$ cat config.mk
export PLATFORM = sky130hd
export DESIGN_NAME = bilbo_reg
export DESIGN_NICKNAME = d
export VERILOG_FILES = /design/src/rtl/bilbo_pkg.sv /design/src/rtl/bilbo_feedback.sv /design/src/rtl/bilbo_stage.sv /design/src/rtl/bilbo_reg.sv
export SDC_FILE = /design/constraint.sdc
export NUM_CORES = 1
export LEC_CHECK = 0
export BUFFER_PORTS_ARGS = -buffer_cell sky130_fd_sc_hd__buf_2
export CAP_MARGIN = 20
export CORE_MARGIN = 3
export CORE_UTILIZATION = 40
export CTS_CLUSTER_SIZE = 10
export DETAILED_ROUTE_END_ITERATION = 10
export PLACE_DENSITY_LB_ADDON = 0.12
export SLEW_MARGIN = 20
export SYNTH_ARGS = -nofsm -noshare
export SYNTH_HDL_FRONTEND = slang
export SYNTH_HIERARCHICAL = 1
export SYNTH_SLANG_ARGS = --single-unit
$ cat constraint.sdc
create_clock -name clk -period 1.1 [get_ports clk]
set_input_delay 0.275 -clock clk [delete_from_list [all_inputs] [get_ports clk]]
set_output_delay 0.275 -clock clk [all_outputs]
set_load 0.01 [all_outputs]
$ cat src/rtl/bilbo_pkg.sv
package bilbo_pkg;

   // Mode code is {mode_hi, mode_lo}; the mapping is fixed.
   typedef enum logic [1:0] {
      MODE_SCAN = 2'b00,
      MODE_GEN  = 2'b01,
      MODE_SYS  = 2'b10,
      MODE_SIG  = 2'b11
   } bilbo_mode_e;

   function automatic bilbo_mode_e decode_mode(input logic hi, input logic lo);
      return bilbo_mode_e'({hi, lo});
   endfunction

endpackage

$ cat src/rtl/bilbo_feedback.sv
module bilbo_feedback #(
   parameter int                 WIDTH = 8,
   parameter logic [WIDTH-1:0]   TAPS  = {WIDTH{1'b1}}
) (
   input  logic [WIDTH-1:0] state,
   output logic             fb
);
   localparam bit FULL_POLY = (TAPS == {WIDTH{1'b1}});

   generate
      if (FULL_POLY) begin : g_full
         // every stage contributes
         assign fb = ^state;
      end else begin : g_masked
         assign fb = ^(state & TAPS);
      end
   endgenerate

endmodule

$ cat src/rtl/bilbo_stage.sv
module bilbo_stage
   import bilbo_pkg::*;
(
   input  logic        clk,
   input  logic        rst_n,
   input  bilbo_mode_e mode,
   input  logic        from_scan,
   input  logic        from_gen,
   input  logic        din,
   output logic        q
);
   logic nxt;

   always_comb begin
      unique case (mode)
         MODE_SCAN: nxt = from_scan;
         MODE_GEN:  nxt = from_gen;
         MODE_SYS:  nxt = din;
         MODE_SIG:  nxt = from_gen ^ din;
         default:   nxt = 1'b0;
      endcase
   end

   always_ff @(posedge clk or negedge rst_n) begin
      if (!rst_n) q <= 1'b0;
      else        q <= nxt;
   end

endmodule

$ cat src/rtl/bilbo_reg.sv
module bilbo_reg
   import bilbo_pkg::*;
#(
   parameter int               WIDTH = 8,
   parameter logic [WIDTH-1:0] TAPS  = {WIDTH{1'b1}}
) (
   input  logic             clk,
   input  logic             rst_n,
   input  logic             mode_hi,
   input  logic             mode_lo,
   input  logic [WIDTH-1:0] par_in,
   input  logic             scan_in,
   output logic [WIDTH-1:0] par_out,
   output logic             scan_out
);
   localparam int MSB = WIDTH - 1;

   generate
      if (WIDTH < 2) begin : g_bad_width
         $error("bilbo_reg: WIDTH must be at least 2");
      end
      if (TAPS[WIDTH-1] != 1'b1) begin : g_bad_taps
         $error("bilbo_reg: TAPS must include the top stage");
      end
   endgenerate

   bilbo_mode_e      mode;
   logic [WIDTH-1:0] q;
   logic             fb;

   assign mode = decode_mode(mode_hi, mode_lo);

   bilbo_feedback #(.WIDTH(WIDTH), .TAPS(TAPS)) i_fb (
      .state (q),
      .fb    (fb)
   );

   generate
      for (genvar i = 0; i < WIDTH; i++) begin : g_bit
         logic src_scan, src_gen;
         if (i == 0) begin : g_head
            assign src_scan = scan_in;
            assign src_gen  = fb;
         end else begin : g_body
            assign src_scan = q[i-1];
            assign src_gen  = q[i-1];
         end
         bilbo_stage i_stage (
            .clk       (clk),
            .rst_n     (rst_n),
            .mode      (mode),
            .from_scan (src_scan),
            .from_gen  (src_gen),
            .din       (par_in[i]),
            .q         (q[i])
         );
      end
   endgenerate

   assign par_out  = q;
   assign scan_out = q[MSB];

   // reset holds the register empty
   always @(posedge clk) begin
      if (!rst_n) begin
         p_reset_clear_r1: assert (par_out == '0)
            else $error("R1 reset did not clear register");
      end
   end


   p_scan_shift_r2: assert property (@(posedge clk) disable iff (!rst_n)
      mode == MODE_SCAN |=> par_out == {$past(par_out[MSB-1:0]), $past(scan_in)});


   p_gen_shift_r4: assert property (@(posedge clk) disable iff (!rst_n)
      mode == MODE_GEN |=> par_out[MSB:1] == $past(par_out[MSB-1:0]));


   p_sys_load_r5: assert property (@(posedge clk) disable iff (!rst_n)
      mode == MODE_SYS |=> par_out == $past(par_in));


   p_sig_fold_r6: assert property (@(posedge clk) disable iff (!rst_n)
      mode == MODE_SIG |=> par_out[MSB:1] == ($past(par_out[MSB-1:0]) ^ $past(par_in[MSB:1])));


   p_gen_no_lockup_r8: assert property (@(posedge clk) disable iff (!rst_n)
      (mode == MODE_GEN && par_out != '0) |=> par_out != '0);

endmodule

# Yosys cells after proc, flatten, opt, wreduce, memory -nomap -nowiden
# Cells that the tools add are included.
totals:
  regBits: 8
  inputBits: 13
  output_inout_bits: 9
  wordCells: 30
op_classes:
  n_eq_ne: 3
  muxes: 8
  bitwise: 8
  n_reduce_logical: 3
ops:
  columns: ["op", "n"]
  rows:
  - ["1-bit case mux with 3 select lines", 7]
  - ["8-bit parity", 1]
  - ["1-bit XOR", 8]
  - ["2-bit == test, second input constant", 2]
  - ["1-bit case mux with 4 select lines", 1]
  - ["2-bit by 1-bit == test with 1-bit output, second input constant", 1]
  - ["2-bit zero test", 1]
  - ["2-bit OR reduction", 1]

# Longest topological paths before layout
# Gate-level depths: netlist of the first run.
logic_depth:
  depth_word: 3
  mapped_depth: 6
  ltp_nobuf: 6

# Modules after synthesis
# The synthesis of the first run kept the hierarchy.
modules_own_cells:
  columns: ["mod", "n_inst", "cells_per_inst", "area_per_inst_um2", "seq_area_each_um2"]
  rows:
  - ["bilbo_stage", 8, 7, 52.6, 25.0]
  - ["bilbo_feedback", 1, 7, 61.3, 0.0]
  - ["bilbo_reg", 1, 8, 60.1, 0.0]

# Worst setup path after synthesis of the first run
# No wires, ideal clock.
synth_path:
  path_kind: "register to register"
  from: "reg g_bit[7].i_stage.q"
  to: "reg g_bit[0].i_stage.q"
  setup_time_ns: 0.120
  arrival_ns: 1.128
  t_required_ns: 0.980
  setup_slack_ns: -0.147
  path_stages_with_launch: 7
  n_path_buf: 0
  period_less_slack_ns: 1.247
  cell_sequence: "dfrtp_1 xnor2_1 xnor2_1 xnor2_1 nand2_1 xnor2_1 nand2_1"
synth_between:
  elab_chain_cells: 3
synth_rtl:
  columns: ["element", "line", "rtl"]
  rows:
  - ["start, declared", "bilbo_stage.sv:10", "output logic q"]
  - ["start signal, assigned", "bilbo_stage.sv:26", "else q <= nxt;"]
  - ["8-bit parity (*)", "bilbo_feedback.sv:13", "assign fb = ^state;"]
  - ["named net fb", "bilbo_reg.sv:29", "logic fb;"]
  - ["1-bit XOR", "bilbo_stage.sv:19", "MODE_SIG: nxt = from_gen ^ din;"]
  - ["1-bit case mux with 4 select lines (*)", "bilbo_stage.sv:15", "unique case (mode)"]
  - ["named net g_bit[0].i_stage.nxt", "bilbo_stage.sv:12", "logic nxt;"]
  - ["end signal, assigned", "bilbo_stage.sv:26", null]
  - ["end, declared", "bilbo_stage.sv:10", null]
# Mark *: on every way through the listed nets, which the timed path passes. The rest lies on a longest branch.

# Worst setup path after layout of the first run
layout_path:
  from: "reg g_bit[1].i_stage.q"
  to: "out par_out[1]"
layout_lines:
  columns: ["element", "line", "rtl"]
  rows:
  - ["start, declared", "bilbo_stage.sv:10", null]
  - ["start signal, assigned", "bilbo_stage.sv:26", null]
  - ["end, declared", "bilbo_reg.sv:13", "output logic [WIDTH-1:0] par_out,"]
# No word-level cell between the ends.

==> flow_summary.json, run 1 <==
{
  "ir_drop_v": 0.00121,
  "violations": "negative setup slack",
  "vias_per_cell": 4.47,
  "cts_buffer_depth": 2,
  "largest_reg_flops": 8,
  "fp.dieW_um": 42.8,
  "root_buffer": "clkbuf_4",
  "clock_power_share": 0.127,
  "top_layer": "met4",
  "leakagePower_nw": 0.416,
  "fin_crit_ns": 1.29,
  "yosysWarnings": 6,
  "startpoint": "g_bit[1].i_stage/q$_DFF_PN0_",
  "syn_nets": 84,
  "num_vias": 514,
  "antenna_found_initial": 0,
  "layout-drive-gt1-share": 0.376,
  "numClockSinks": 8,
  "critPathCapture": "par_out[1]",
  "clock_skew_ns": 0.00198,
  "io_buffers": 21,
  "finalPower_mw": 1.74,
  "n_antenna_cell": 0,
  "power.share.combinational": 0.606,
  "die_area_um2": 1830,
  "grt_max_degree": 17,
  "seq_power_share": 0.268,
  "gr-total-overflow": 0,
  "largestRegisters": "g_bit.i_stage/q (8)",
  "period_share": 1.17,
  "row_count": 12,
  "cp.arrival_ns": 1.01,
  "hp-class": "in2reg",
  "tightestPinTransition_ns": 0.264,
  "fmax_mhz": 777,
  "nets": 116,
  "gp_congestion": 0.703,
  "grt_pass1_wl_mm": 1.79,
  "synth_area_um2": 542,
  "grt_usage": 0.132,
  "status": "finished with violations",
  "setup-violations-final": 9,
  "grt_setup_unrepaired": "true",
  "timing.rr.end": "g_bit[0].i_stage/q$_DFF_PN0_",
  "regToRegSetupSlack_ns": -0.18,
  "fin_ws_ns": -0.187,
  "relSlewSlack": 0.824,
  "cts_inserted_buffers": 3,
  "final_design_area_no_fill_um2": 798,
  "drc": 0,
  "place_area_um2": 664,
  "drt_pre_antenna_iters": 4,
  "powerDensity_nw_per_um2": 2190,
  "intPower_mw": 1.16,
  "area_growth_pct": 47.3,
  "clk_latency_ns": 0.25,
  "cts_tree": "done",
  "rr_startpoint": "g_bit[7].i_stage/q$_DFF_PN0_",
  "ys_ff_latch": 8,
  "crit_type": "reg2out",
  "drt_wl_total_mm": 1.11,
  "end_kind": "primary output",
  "met2_length_um": 544,
  "clk_pin_slew_ns": 0.05,
  "grt_pass1_vias": 455,
  "slew_violations": 0,
  "dr.first_iter.drc_count": 9,
  "coreArea_um2": 1190,
  "ys_seq_area_frac": 0.370,
  "io_pins": 22,
  "max_cap_violations": 0,
  "antenna_left": 0,
  "postSynthCellCount": 71,
  "crit_path_start_kind": "flop",
  "synth.distinct_cells": 6,
  "wl_per_cell_um": 9.68,
  "met3_length_um": 78,
  "switchingPower_mw": 0.583,
  "hpwl_um": 829,
  "wl_met1_um": 477,
  "hold_viol": 0,
  "syn_area_per_cell_um2": 7.63,
  "cp_max_fo": 2,
  "largest_register": "g_bit.i_stage/q",
  "place_ws_ns": -0.203,
  "die_y_um": 42.8,
  "cp.required_ns": 0.82,
  "htree_levels": 1,
  "initial_core_util": 0.457,
  "worstRegToRegCells": 6,
  "switching_share": 0.334
}
==> worst min path at each step <==
| stage | start | end | slack (ns) | cells past startpoint |
|---|---|---|---|---|
| final | scan_in | g_bit[0].i_stage/q$_DFF_PN0_ | 0.23 | 3 |
| after global routing | scan_in | g_bit[0].i_stage/q$_DFF_PN0_ | 0.22 | 3 |
| after CTS | scan_in | g_bit[0].i_stage/q$_DFF_PN0_ | 0.22 | 3 |
| after detailed placement | rst_n | g_bit[7].i_stage/q$_DFF_PN0_ | 0.13 | 1 |
| after global placement | rst_n | g_bit[7].i_stage/q$_DFF_PN0_ | 0.13 | 1 |
| after floorplan | rst_n | g_bit[0].i_stage/q$_DFF_PN0_ | -0.02 | 0 |
==> metal layers <==
| metal | track usage | vias to the layer above |
|---|---|---|
| li1 | - | 267 |
| met1 | 0.147 | 225 |
| met2 | 0.219 | 20 |
| met3 | 0.0551 | 2 |
| met4 | 0.0559 | 0 |
| met5 | 0 | - |
==> logic make-up after synthesis <==
kind of cell	synth area share
xor gates and xnor gates	0.243
buffers and inverters	0.111
DFF	0.370
and+or+nand+nor	0.277
==> synth_stat cells <==
| library cell | count | area, um^2 |
|---|---|---|
| buf_4 | 8 | 60.1 |
| xor2_1 | 1 | 8.76 |
| nand2_1 | 32 | 120 |
| dfrtp_1 | 8 | 200 |
| nor2_1 | 8 | 30.0 |
| xnor2_1 | 14 | 123 |
==> what timing repair did <==
action / in CTS / in global routing
setup endpoints to repair: 8 / 10
hold buffers: 1 / 0
hold endpoints to repair: 8 / 0
setup buffers: 3 / 3
cloned: 0 / 0
gates resized for setup: 8 / 4
pin swaps: 1 / 2
==> cells in the final DEF, fill, tap and decap left out <==
cell type and instances:
buf_2 15, buf_4 8, buf_6 11, clkbuf_4 3, dfrtp_1 8, dlygate4sd3_1 1, nand2_1 32, nor2_1 8
xnor2_1 13, xnor2_2 1, xor2_1 1
==> critical path, cell delays in order, from the launching register on <==
cell and delay [ns]:
dfrtp_1 0.40, buf_4 0.15, buf_6 0.11, buf_6 0.11
==> final cells by class <==
cell class	instances	area, um^2
clock buffer	3	22.5
fill	110	388
multi-input combinational	55	289
sequential	8	200
tap	14	17.5
timing repair buffer	35	269
==> power by group through the flow <==
stage / logic, mW / registers (mW) / clock network (mW)
after global placement: 0.799 / 0.452 / 0
after floorplan: 0.605 / 0.476 / 0
after global routing: 1.15 / 0.478 / 0.249
after detailed placement: 0.822 / 0.455 / 0
after CTS: 0.968 / 0.468 / 0.230
final: 1.06 / 0.467 / 0.221
==> per-stage QoR <==
step | util | hold slack (ns) | instances | setup TNS [ns]
finish | 0.673 | 0.229 | 115 | -0.783
global route | 0.673 | 0.218 | 115 | -1.25
CTS | 0.643 | 0.223 | 113 | -0.803
detailed placement | 0.560 | 0.128 | 106 | -0.203
global placement | 0.560 | 0.125 | 106 | -0.175
floorplan | - | -0.0206 | 71 | -0.133
(Power assumes the default switching activity.)
==> inputs of run 2 (changes only) <==
- CORE_MARGIN: 3 -> default
==> flow_summary.json, run 2 (synthesis results as in run 1) <==
{
  "wl_met1_um": 518,
  "hpwl_um": 751,
  "numClockSinks": 8,
  "met3_length_um": 37,
  "largest_reg_flops": 8,
  "end_kind": "flop",
  "grt_max_degree": 17,
  "fill_cells": 96,
  "regArea_um2": 200,
  "cts_buffer_depth": 2,
  "fmax_mhz": 772,
  "cp_max_fo": 2,
  "crit_type": "reg2reg",
  "hp-class": "in2reg",
  "violations": "negative setup slack",
  "leakagePower_nw": 0.417,
  "max_cap_violations": 0,
  "fp.dieW_um": 38.8,
  "tns_ns": -0.696,
  "grt_pass1_wl_mm": 1.80,
  "grt_pass1_vias": 448,
  "fin_ws_ns": -0.195,
  "dr.first_iter.drc_count": 11,
  "top_layer": "met4",
  "coreArea_um2": 1190,
  "drt_wl_total_mm": 1.18,
  "num_vias": 504,
  "cp.arrival_ns": 1.44,
  "period_share": 1.18,
  "hold_viol": 0,
  "initial_core_util": 0.457,
  "grt_usage": 0.189,
  "n_antenna_cell": 0,
  "setup-violations-final": 9,
  "row_count": 12,
  "wl_per_cell_um": 10.2,
  "die_y_um": 38.8,
  "cts_tree": "done",
  "final_common_cell": "nand2_1",
  "layout-drive-gt1-share": 0.376,
  "powerDensity_nw_per_um2": 2200,
  "crit_path_start_kind": "flop",
  "switchingPower_mw": 0.601,
  "gr-total-overflow": 0,
  "largest_register": "g_bit.i_stage/q",
  "met2_length_um": 602,
  "clock_power_share": 0.128,
  "io_buffers": 21,
  "largestRegisters": "g_bit.i_stage/q (8)",
  "ir_drop_v": 0.00114,
  "slew_violations": 0,
  "holdWs_ns": 0.227,
  "io_pins": 22,
  "vias_per_cell": 4.38,
  "htree_levels": 1,
  "relSlewSlack": 0.820,
  "clock_skew_ns": 0.00447,
  "cts_inserted_buffers": 3,
  "grt_setup_unrepaired": "true",
  "tightestPinTransition_ns": 0.270,
  "area_growth_pct": 48.0,
  "regToRegSetupSlack_ns": -0.20,
  "seq_power_share": 0.267,
  "drc": 0,
  "gp_congestion": 0.664,
  "drt_pre_antenna_iters": 4,
  "power.share.combinational": 0.605,
  "antenna_found_initial": 0,
  "dp_cells": 105,
  "layout.cells.non_filler": 115,
  "clk_pin_slew_ns": 0.06,
  "antenna_left": 0,
  "die_area_um2": 1510,
  "status": "finished with violations",
  "fin_crit_ns": 1.30,
  "root_buffer": "clkbuf_4",
  "intPower_mw": 1.16,
  "switching_share": 0.341,
  "nets": 116,
  "clk_latency_ns": 0.25,
  "final_cell_mix": "32 x nand2_1, 15 x buf_2, 13 x xnor2_1",
  "multi_input_area_um2": 289,
  "cp.required_ns": 1.24
}
[run 2: cell types whose count changed in the layout (fill, tap and decap cells not counted)]
cell | previous run | this run
buf_6 | 11 | 12
buf_4 | 8 | 7
[run 2: per-stage QoR]
step | setup slack (ns) | total power, mW | instance area (um^2) | utilization
3_3_place_gp | -0.183 | 1.25 | 657 | 0.554
3_5_place_dp | -0.222 | 1.27 | 657 | 0.554
4_1_cts | -0.208 | 1.74 | 785 | 0.661
2_1_floorplan | -0.133 | 1.08 | 542 | -
5_1_grt | -0.264 | 1.90 | 802 | 0.676
6_report | -0.195 | 1.76 | 802 | 0.676
[run 2: area by class of cell]
cell class	count	share of cell area
repair buffers	35	0.340
clock buffers	3	0.0281
well taps	14	0.0218
multi-input cells	55	0.360
flip-flops and latches	8	0.250
[run 2: critical path, stage by stage, from the launching register on]
cell	delay, ns
dfrtp_1	0.40
xnor2_2	0.20
xnor2_1	0.15
xnor2_1	0.13
nand2_1	0.08
xnor2_1	0.15
nand2_1	0.07
[run 2: timing repair]
item | CTS | global route
hold endpoints to repair | 8 | 0
resized for setup | 11 | 3
buffers inserted | 5 | 2
pin swaps | 0 | 1
endpoints found under the setup margin | 8 | 10
hold buffers | 1 | 0
[run 2: power by group through the flow]
stage | clock network (mW) | logic (mW) | registers [mW]
after floorplan | 0 | 0.605 | 0.476
after CTS | 0.238 | 1.03 | 0.473
after detailed placement | 0 | 0.814 | 0.457
after global routing | 0.264 | 1.16 | 0.479
after global placement | 0 | 0.799 | 0.451
final | 0.225 | 1.07 | 0.472
[run 2: worst paths after layout]
kind                       cells past startpoint                          from                           end
min reg2reg                                    3  g_bit[3].i_stage/q$_DFF_PN0_  g_bit[4].i_stage/q$_DFF_PN0_
min                                            3                       scan_in  g_bit[0].i_stage/q$_DFF_PN0_
max                                            6  g_bit[1].i_stage/q$_DFF_PN0_  g_bit[0].i_stage/q$_DFF_PN0_
min in group asynchronous                      2                         rst_n  g_bit[0].i_stage/q$_DFF_PN0_
max reg2reg                                    6  g_bit[1].i_stage/q$_DFF_PN0_  g_bit[0].i_stage/q$_DFF_PN0_
max in group asynchronous                      2                         rst_n  g_bit[2].i_stage/q$_DFF_PN0_
[run 2: layer usage]
layer  GRT usage  vias up
li1            -      268
met1       0.177      218
met2       0.333       16
met3      0.0694        2
met4       0.129        0
met5           0        -
==> inputs of run 3 (changes only) <==
- CORE_UTILIZATION: 40 -> 41
==> flow_summary.json, run 3 (synthesis results as in run 1) <==
{
  "status": "finished with violations",
  "violations": "negative setup slack",
  "vias_per_cell": 4.46,
  "cts_buffer_depth": 2,
  "area_growth_pct": 52.0,
  "io_pins": 22,
  "grt_max_degree": 17,
  "powerDensity_nw_per_um2": 2200,
  "leakagePower_nw": 0.429,
  "end_kind": "flop",
  "clk_latency_ns": 0.25,
  "initial_core_util": 0.463,
  "drt_pre_antenna_iters": 3,
  "hp-class": "in2reg",
  "fp.dieW_um": 38.4,
  "coreArea_um2": 1170,
  "relSlewSlack": 0.816,
  "wl_per_cell_um": 10.7,
  "hold_start": "scan_in",
  "grt_pass1_wl_mm": 1.77,
  "min_delay_worst_endpoint": "g_bit[0].i_stage/q$_DFF_PN0_",
  "cp_max_fo": 2,
  "gp_congestion": 0.701,
  "final_design_area_no_fill_um2": 823,
  "largest_reg_flops": 8,
  "cts_tree": "done",
  "clock_skew_ns": 0.00113,
  "gr-total-overflow": 0,
  "final_common_cell": "nand2_1",
  "htree_levels": 1,
  "tightestPinTransition_ns": 0.276,
  "num_vias": 513,
  "die_area_um2": 1470,
  "fill_cells": 94,
  "numClockSinks": 8,
  "cp_cell_sequence": "xnor2_2, xnor2_1, xnor2_1, nand2_1, xnor2_1, nand2_1",
  "die_y_um": 38.4,
  "hpwl_um": 764,
  "fin_ws_ns": -0.177,
  "dp_cells": 106,
  "drc": 0,
  "cts_inserted_buffers": 3,
  "max_cap_violations": 0,
  "multi_input_area_um2": 304,
  "n_antenna_cell": 0,
  "timing.rr.end": "g_bit[0].i_stage/q$_DFF_PN0_",
  "dr.first_iter.drc_count": 12,
  "row_count": 12,
  "drt_wl_total_mm": 1.23,
  "final_cell_mix": "32 x nand2_1, 14 x buf_2, 13 x buf_6",
  "rr_startpoint": "g_bit[5].i_stage/q$_DFF_PN0_",
  "crit_type": "reg2reg",
  "worstHoldPathCells": 3,
  "fmax_mhz": 783,
  "layout.cells.non_filler": 115,
  "ir_drop_v": 0.00112,
  "crit_top_cell": "xnor2_1",
  "grt_pass1_vias": 456,
  "place_area_um2": 664,
  "largestRegisters": "g_bit.i_stage/q (8)",
  "io_buffers": 21,
  "critPathSlowestCell": "dfrtp_1",
  "period_share": 1.16,
  "slew_violations": 0,
  "root_buffer": "clkbuf_4",
  "clk_pin_slew_ns": 0.05,
  "cp.required_ns": 1.24,
  "layout-drive-gt1-share": 0.396,
  "crit_path_start_kind": "flop",
  "antenna_left": 0,
  "critPathMaxStageDelay_ns": 0.42,
  "regToRegSetupSlack_ns": -0.18,
  "setup-violations-final": 10,
  "cp.arrival_ns": 1.42,
  "nets": 116,
  "largest_register": "g_bit.i_stage/q",
  "fin_crit_ns": 1.28,
  "grt_setup_unrepaired": "true",
  "grt_usage": 0.189,
  "regArea_um2": 200,
  "hold_viol": 0,
  "antenna_found_initial": 0,
  "worstRegToRegCells": 6
}
-- run 3: cell type report --
class,count,area share
sequential,8,0.243
clock buffer,3,0.0274
multi-input combinational,55,0.369
timing repair buffer,35,0.339
tap,14,0.0213
-- run 3: routing by layer --
layer / global-route usage / vias to the layer above / share of wire
li1: - / 268 / -
met5: 0 / - / 0
met3: 0.0349 / 2 / 0.029
met1: 0.180 / 229 / 0.40
met2: 0.343 / 14 / 0.55
met4: 0.155 / 0 / 0.015
-- run 3: how the worst max path moves through the flow --
stage                                 startpoint                           end  slack (ns)  cells past startpoint
floorplan           g_bit[7].i_stage/q$_DFF_PN0_  g_bit[0].i_stage/q$_DFF_PN0_       -0.13                      6
global placement    g_bit[6].i_stage/q$_DFF_PN0_  g_bit[0].i_stage/q$_DFF_PN0_       -0.16                      6
detailed placement  g_bit[6].i_stage/q$_DFF_PN0_  g_bit[0].i_stage/q$_DFF_PN0_       -0.20                      6
CTS                 g_bit[6].i_stage/q$_DFF_PN0_  g_bit[0].i_stage/q$_DFF_PN0_       -0.18                      6
global route        g_bit[7].i_stage/q$_DFF_PN0_  g_bit[0].i_stage/q$_DFF_PN0_       -0.25                      6
finish              g_bit[5].i_stage/q$_DFF_PN0_  g_bit[0].i_stage/q$_DFF_PN0_       -0.18                      6
-- run 3: worst max-delay path, delay by kind of cell, from the launching register on --
| kind | cells | cell delay (ns) |
|---|---|---|
| simple gates | 2 | 0.14 |
| flops | 1 | 0.42 |
| xor+xnor | 4 | 0.61 |
-- run 3: power by group --
part	internal (mW)	switching [mW]
sequential	0.385	0.0953
combinational	0.693	0.415
clock	0.125	0.100
total	1.20	0.610
-- run 3: timing repair --
| action | CTS | global route |
|---|---|---|
| buffers inserted | 5 | 0 |
| endpoints found under the setup margin | 10 | 10 |
| resized for setup | 12 | 4 |
| hold endpoints to repair | 8 | 0 |
| hold buffers | 1 | 0 |
-- run 3: stage by stage --
| step | total power [mW] | setup slack (ns) | utilization | TNS, ns | hold slack [ns] |
|---|---|---|---|---|---|
| 5_1_grt | 1.95 | -0.252 | 0.703 | -1.35 | 0.229 |
| 4_1_cts | 1.74 | -0.180 | 0.682 | -0.961 | 0.206 |
| 3_5_place_dp | 1.27 | -0.199 | 0.567 | -0.199 | 0.129 |
| 2_1_floorplan | 1.08 | -0.133 | - | -0.133 | -0.0206 |
| 3_3_place_gp | 1.25 | -0.159 | 0.567 | -0.159 | 0.126 |
| 6_report | 1.81 | -0.177 | 0.703 | -0.919 | 0.216 |
